## config.mk

```make
export PLATFORM = sky130hd
export DESIGN_NAME = pgpc_unit
export DESIGN_NICKNAME = d
export VERILOG_FILES = /design/src/rtl/pgpc_pkg.sv /design/src/rtl/pgpc_arb.sv /design/src/rtl/pgpc_latch.sv /design/src/rtl/pgpc_next.sv /design/src/rtl/pgpc_unit.sv
export SDC_FILE = /design/constraint.sdc
export NUM_CORES = 1
export LEC_CHECK = 0
export BUFFER_PORTS_ARGS = -buffer_cell sky130_fd_sc_hd__buf_4
export CAP_MARGIN = 20
export CORE_ASPECT_RATIO = 1.5
export CORE_MARGIN = 10
export CORE_UTILIZATION = 40
export DETAILED_ROUTE_END_ITERATION = 10
export GPL_ROUTABILITY_DRIVEN = 0
export PLACE_DENSITY = 0.75
export SYNTH_ARGS = -nofsm -noshare
export SYNTH_HDL_FRONTEND = slang
export SYNTH_SLANG_ARGS = --single-unit
```

## constraint.sdc

```tcl
create_clock -name clk -period 1.5 [get_ports clk]
set_clock_uncertainty 0.1 [all_clocks]
set_input_delay 0.15 -clock clk [delete_from_list [all_inputs] [get_ports clk]]
set_output_delay 0.15 -clock clk [all_outputs]
set_load 0.05 [all_outputs]
```

## src/rtl/pgpc_pkg.sv

```systemverilog
package pgpc_pkg;

   // Source selected for the next fetch address, highest priority first.
   typedef enum logic [2:0] {
      SRC_RET  = 3'd0,
      SRC_JMP  = 3'd1,
      SRC_LOW  = 3'd2,
      SRC_INC  = 3'd3,
      SRC_HOLD = 3'd4
   } pc_src_e;

endpackage

```

## src/rtl/pgpc_arb.sv

```systemverilog
module pgpc_arb
   import pgpc_pkg::*;
(
   input  logic    ret,
   input  logic    jmp,
   input  logic    lo_we,
   input  logic    adv,
   output pc_src_e src
);

   always_comb begin
      if (ret)        src = SRC_RET;
      else if (jmp)   src = SRC_JMP;
      else if (lo_we) src = SRC_LOW;
      else if (adv)   src = SRC_INC;
      else            src = SRC_HOLD;
   end

endmodule

```

## src/rtl/pgpc_latch.sv

```systemverilog
module pgpc_latch #(
   parameter int unsigned LAT_W = 5
) (
   input  logic             clk,
   input  logic             rst_n,
   input  logic             we,
   input  logic [LAT_W-1:0] wdata,
   output logic [LAT_W-1:0] q
);

   always_ff @(posedge clk or negedge rst_n) begin
      if (!rst_n)  q <= '0;
      else if (we) q <= wdata;
   end

   // the latch moves only through its own write port
   a_r7_latch_port_only: assert property (@(posedge clk) disable iff (!rst_n)
      !we |=> $stable(q));

endmodule

```

## src/rtl/pgpc_next.sv

```systemverilog
module pgpc_next
   import pgpc_pkg::*;
#(
   parameter int unsigned PC_W = 13,
   parameter int unsigned LO_W = 8,
   parameter int unsigned JT_W = 11
) (
   input  pc_src_e               src,
   input  logic [PC_W-1:0]       pc_q,
   input  logic [PC_W-LO_W-1:0]  lat_q,
   input  logic [LO_W-1:0]       lo_wdata,
   input  logic [JT_W-1:0]       jmp_tgt,
   input  logic [PC_W-1:0]       ret_addr,
   output logic [PC_W-1:0]       pc_d
);

   localparam int unsigned HI_W   = PC_W - LO_W;
   localparam int unsigned PAGE_W = PC_W - JT_W;

   logic [PC_W-1:0] jmp_val;
   logic [PC_W-1:0] low_val;
   logic [PC_W-1:0] inc_val;

   // The page bits come from the top of the latch. With a full-width
   // target field no page bits are needed.
   generate
      if (PAGE_W == 0) begin : g_flat
         assign jmp_val = jmp_tgt;
      end else begin : g_paged
         assign jmp_val = {lat_q[HI_W-1 -: PAGE_W], jmp_tgt};
      end
   endgenerate

   assign low_val = {lat_q, lo_wdata};
   assign inc_val = pc_q + PC_W'(1);

   always_comb begin
      unique case (src)
         SRC_RET: pc_d = ret_addr;
         SRC_JMP: pc_d = jmp_val;
         SRC_LOW: pc_d = low_val;
         SRC_INC: pc_d = inc_val;
         default: pc_d = pc_q;
      endcase
   end

endmodule

```

## src/rtl/pgpc_unit.sv

```systemverilog
module pgpc_unit #(
   parameter int unsigned PC_W = 13,
   parameter int unsigned LO_W = 8,
   parameter int unsigned JT_W = 11
) (
   input  logic                  clk,
   input  logic                  rst_n,
   input  logic                  adv,
   input  logic                  lo_we,
   input  logic [LO_W-1:0]       lo_wdata,
   input  logic                  lat_we,
   input  logic [PC_W-LO_W-1:0]  lat_wdata,
   input  logic                  jmp,
   input  logic [JT_W-1:0]       jmp_tgt,
   input  logic                  ret,
   input  logic [PC_W-1:0]       ret_addr,
   output logic [PC_W-1:0]       pc,
   output logic [LO_W-1:0]       pc_lo
);
   import pgpc_pkg::*;

   localparam int unsigned HI_W   = PC_W - LO_W;
   localparam int unsigned PAGE_W = PC_W - JT_W;

   // Elaboration-time parameter checks
   generate
      if (LO_W == 0 || PC_W <= LO_W) begin : g_bad_lo
         $error("pgpc_unit: LO_W must be in 1..PC_W-1");
      end
      if (JT_W == 0 || JT_W > PC_W) begin : g_bad_jt
         $error("pgpc_unit: JT_W must be in 1..PC_W");
      end
      if (PAGE_W > HI_W) begin : g_bad_page
         $error("pgpc_unit: page bits exceed the latch width");
      end
   endgenerate

   pc_src_e          src;
   logic [HI_W-1:0]  lat_q;
   logic [PC_W-1:0]  pc_d;
   logic [PC_W-1:0]  pc_q;

   pgpc_arb u_arb (
      .ret   (ret),
      .jmp   (jmp),
      .lo_we (lo_we),
      .adv   (adv),
      .src   (src)
   );

   pgpc_latch #(.LAT_W(HI_W)) u_latch (
      .clk   (clk),
      .rst_n (rst_n),
      .we    (lat_we),
      .wdata (lat_wdata),
      .q     (lat_q)
   );

   pgpc_next #(.PC_W(PC_W), .LO_W(LO_W), .JT_W(JT_W)) u_next (
      .src      (src),
      .pc_q     (pc_q),
      .lat_q    (lat_q),
      .lo_wdata (lo_wdata),
      .jmp_tgt  (jmp_tgt),
      .ret_addr (ret_addr),
      .pc_d     (pc_d)
   );

   always_ff @(posedge clk or negedge rst_n) begin
      if (!rst_n) pc_q <= '0;
      else        pc_q <= pc_d;
   end

   assign pc    = pc_q;
   assign pc_lo = pc_q[LO_W-1:0];

   // a return takes the popped address in full
   a_r6_return_load: assert property (@(posedge clk) disable iff (!rst_n)
      ret |=> pc == $past(ret_addr));

   // a jump takes its low bits from the target field
   a_r5_jump_target: assert property (@(posedge clk) disable iff (!rst_n)
      (!ret && jmp) |=> pc[JT_W-1:0] == $past(jmp_tgt));

   // the jump page bits come from the top of the latch
   generate
      if (PAGE_W > 0) begin : g_page_chk
         a_r5_jump_page: assert property (@(posedge clk) disable iff (!rst_n)
            (!ret && jmp) |=> pc[PC_W-1 -: PAGE_W] == $past(lat_q[HI_W-1 -: PAGE_W]));
      end
   endgenerate

   // a low-byte write loads the old latch together with the data
   a_r4_low_write: assert property (@(posedge clk) disable iff (!rst_n)
      (!ret && !jmp && lo_we) |=> pc == {$past(lat_q), $past(lo_wdata)});

   // increment with wrap
   a_r2_increment: assert property (@(posedge clk) disable iff (!rst_n)
      (!ret && !jmp && !lo_we && adv) |=> pc == $past(pc) + PC_W'(1));

   // with no fetch strobe the address holds
   a_r3_hold: assert property (@(posedge clk) disable iff (!rst_n)
      (!ret && !jmp && !lo_we && !adv) |=> $stable(pc));

   // readable low byte tracks the address
   a_r9_low_mirror: assert property (@(posedge clk) disable iff (!rst_n)
      pc_lo == pc[LO_W-1:0]);

endmodule

```

==> summary.md <==
| Metric | Value |
|---|---|
| CTS H-tree lvls | 1 |
| DR pass1 iterations | 4 |
| Reg2reg end | pc[9]$_DFFE_PN0P_ |
| Skew-Pair Late Insertion Delay | roughly 0.26 ns |
| Wirelength per Cell | approximately 18 um |
| Sw power | 0.6444 mW |
| Clock transition at path regs | approximately 0.07 ns |
| Vias in the first global route | 1528 |
| RSZ-0062 raised after global routing | true |
| Critical Path End Type | flip-flop |
| Grt ovf | 0 |
| Worst hold path type | input port to flip-flop |
| Worst slew pin tran | ~0.58 ns |
| CP max FO | 2 |
| Internal reg-to-reg setup slack | -0.08 ns |
| # Max-Cap Violations | 0 |
| Antenna diodes | 0 |
| Reg2reg path depth | 4 |
| Max Slew Vio Count | 0 |
| Final Hold Fails | 0 |
| Final HPWL DP | between 3 and 4 mm |
| Gr usage total | 0.1612 |
| Period minus WS final | 1.575 ns |
| Post-Synthesis Cells | 138 |
| Synth Net Count | 183 |
| Vias per inst | 5.656 |
| Period utilization | 1.050 |
| DRT iter0 DRCs | 61 |
| Pleak | 0.8985 nW |
| Post-synth EDFFs | 0 |
| Status | finished with violations |
| Die Y | about 88 um |
| TritonCTS clock tree | yes |
| CTS Buf Count | 3 |
| CP required | between 1.5 and 2 ns |
| Highest Clock Rate | 0.6348 GHz |
| Clk sinks | 18 |
| Max-Slew Margin vs Limit | 0.6130 |
| CP Launch Type | flip-flop |
| Number of nets with antenna violations after routing | 0 |
| Post-route cell area | 2019 um2 |
| Die Wd | 65.25 um |
| Library cells used by synthesis | 41 |
| FF-to-FF Start | pc[5]$_DFFE_PN0P_ |
| Ports | 65 |
| Mapped Area | 1229 um2 |
| Initial antenna violation count | 0 |
| Layout area overhead | 64.36% |
| Clk buf depth | 2 |
| Failing checks | negative setup slack |
| TNS Setup | -0.07522 ns |
| Initial Util | 0.4175 |
| YS warnings | 0 |
| DRC | 0 |
| PortBufs | 64 |
| Root Buffer | clkbuf_8 |
| Setup CP Type | flip-flop to flip-flop |
| Worst setup startpoint | pc[5]$_DFFE_PN0P_ |
| Via count | 1482 |
| Pwr Density | 832.0 nW/um2 |
| Worst VDD drop | 0.0007713 V |
| Power Internal | 1.036 mW |
| Post-synth top flop | dfrtp_1 |
| Flops & latches, synth | 18 |
| Final setup viols | 1 |
| Drt total wl | about 4.7 mm |
| Arr. time, crit path | about 1.7 ns |
| Avg Cell Area, Syn | 8.903 um2 |
| Fin nets | 269 |
| Crit path to | pc[9]$_DFFE_PN0P_ |
| Clock power frac | 0.212 |
| Gate power share | 0.437 |
| Fill count | 247 |
| Async set-or-reset flop fraction in the synthesized netlist | 1.000 |
| Net Sw Frac | 0.3835 |
| Global-route wire length before repair | 7.493 mm |
| Die area | 5734 um2 |
| CORE AREA | 2943 um2 |
| Sequential fraction of the synthesis area | 0.3666 |
| Setup ws final | -0.07522 ns |
| Largest net degree at the start of global routing | 20 |
| Seq pwr share | 0.351 |
| Layout cells sized above 1 | 0.5516 |
| DP Area | 1904 um2 |
| Cell Rows | 24 |
## power groups by stage
| stage | Combinational [mW] | Sequential (mW) | Clock [mW] |
|---|---|---|---|
| final | 0.734 | 0.589 | 0.356 |
| after global routing | 0.783 | 0.598 | 0.381 |
| after CTS | 0.728 | 0.589 | 0.359 |
| after detailed placement | 0.708 | 0.596 | 0 |
| after global placement | 0.699 | 0.594 | 0 |
| after floorplan | 0.264 | 0.737 | 0 |
## what timing repair did
item | 4_1_cts | 5_1_grt
setup endpoints to repair | 4 | 5
pin swaps | 2 | 1
gates resized for setup | 3 | 5
setup buffers | 2 | 0
hold buffers | 1 | 0
endpoints found under the hold margin | 18 | 0
## cell usage in the layout, fill, tap and decap left out, types with 4 or more instances in the layout
cell and instances:
nand4_1 6, nand2_1 14, mux2_2 5, a21oi_1 5, a22oi_1 6, dfrtp_1 9
xnor2_1 6, dfrtp_2 9, buf_4 92, o21ai_0 8, inv_1 8, nor2_1 4
## per-layer routing
metal | vias up | global-route usage | wire, um
li1 | 690 | - | -
met1 | 720 | 0.1668 | 1618
met2 | 59 | 0.2841 | 2625
met3 | 13 | 0.04604 | 318
met4 | 0 | 0.08789 | 163
met5 | - | 0 | 0
## cells in the mapped netlist, types with 2 or more instances
cell / number / area share
dfrtp_1: 18 / 0.37
nand2_1: 15 / 0.046
o21ai_0: 9 / 0.037
buf_4: 8 / 0.049
inv_1: 8 / 0.024
a22oi_1: 6 / 0.037
nand4_1: 6 / 0.031
xnor2_1: 6 / 0.043
a21oi_1: 5 / 0.020
mux2_2: 5 / 0.046
nor4_1: 5 / 0.025
nor2_1: 4 / 0.012
a221oi_1: 3 / 0.021
clkbuf_1: 3 / 0.0092
nor2b_1: 3 / 0.015
o211ai_1: 3 / 0.018
or2_2: 3 / 0.015
a32oi_1: 2 / 0.014
nand3_1: 2 / 0.0081
nor3b_1: 2 / 0.012
o221ai_1: 2 / 0.014
## worst min-delay path by stage
stage,from,to,depth (start not counted)
floorplan,rst_n,pc[0]$_DFFE_PN0P_,0
global placement,rst_n,u_latch.q[1]$_DFFE_PN0P_,1
detailed placement,rst_n,u_latch.q[1]$_DFFE_PN0P_,1
CTS,jmp_tgt[4],pc[4]$_DFFE_PN0P_,3
global route,jmp_tgt[4],pc[4]$_DFFE_PN0P_,3
finish,jmp_tgt[4],pc[4]$_DFFE_PN0P_,3
## flip-flops by register name, indices dropped and copies added (netlist names)
| register | count |
|---|---|
| u_latch.q | 5 |
| pc | 13 |
## worst max-delay path, cell delays in order (launching register included)
cell and delay [ns]:
dfrtp_2 0.38, nand2_2 0.07, or4_4 0.54, or3_1 0.33
nand3_1 0.09
## cells by family (layout without fill, tap and decap cells)
family          count (synthesis)  count (layout)  synth area share
buf+inv                        20             105           0.08554
fa+ha+maj                       1               1           0.01018
xor+xnor                        6               6           0.04277
simple gates                   48              48            0.2179
mux                             6               6           0.05397
flops                          18              18            0.3666
compound gates                 39              39            0.2230
## through the flow
stage / hold slack, ns / power, mW / utilization / cells / setup WS [ns]
after CTS: 0.01584 / 1.676 / 0.6760 / 262 / -0.01905
after floorplan: -0.2456 / 1.001 / - / 138 / -0.2219
after global routing: 0.02191 / 1.762 / 0.6862 / 262 / -0.1233
after detailed placement: -0.06396 / 1.305 / 0.6471 / 255 / -0.06526
final: 0.01329 / 1.680 / 0.6862 / 262 / -0.07522
after global placement: -0.06670 / 1.293 / 0.6471 / 255 / -0.02696
## final cells by class
cell class | instances | area [um2] | area share
multi-input combinational | 100 | 733.2 | 0.3631
timing repair buffer | 93 | 700.7 | 0.3470
clock buffer | 4 | 45.04 | 0.02230
sequential | 18 | 461.7 | 0.2286
inverter | 8 | 30.03 | 0.01487
tap | 39 | 48.80 | 0.02416
(Power assumes the default switching activity.)
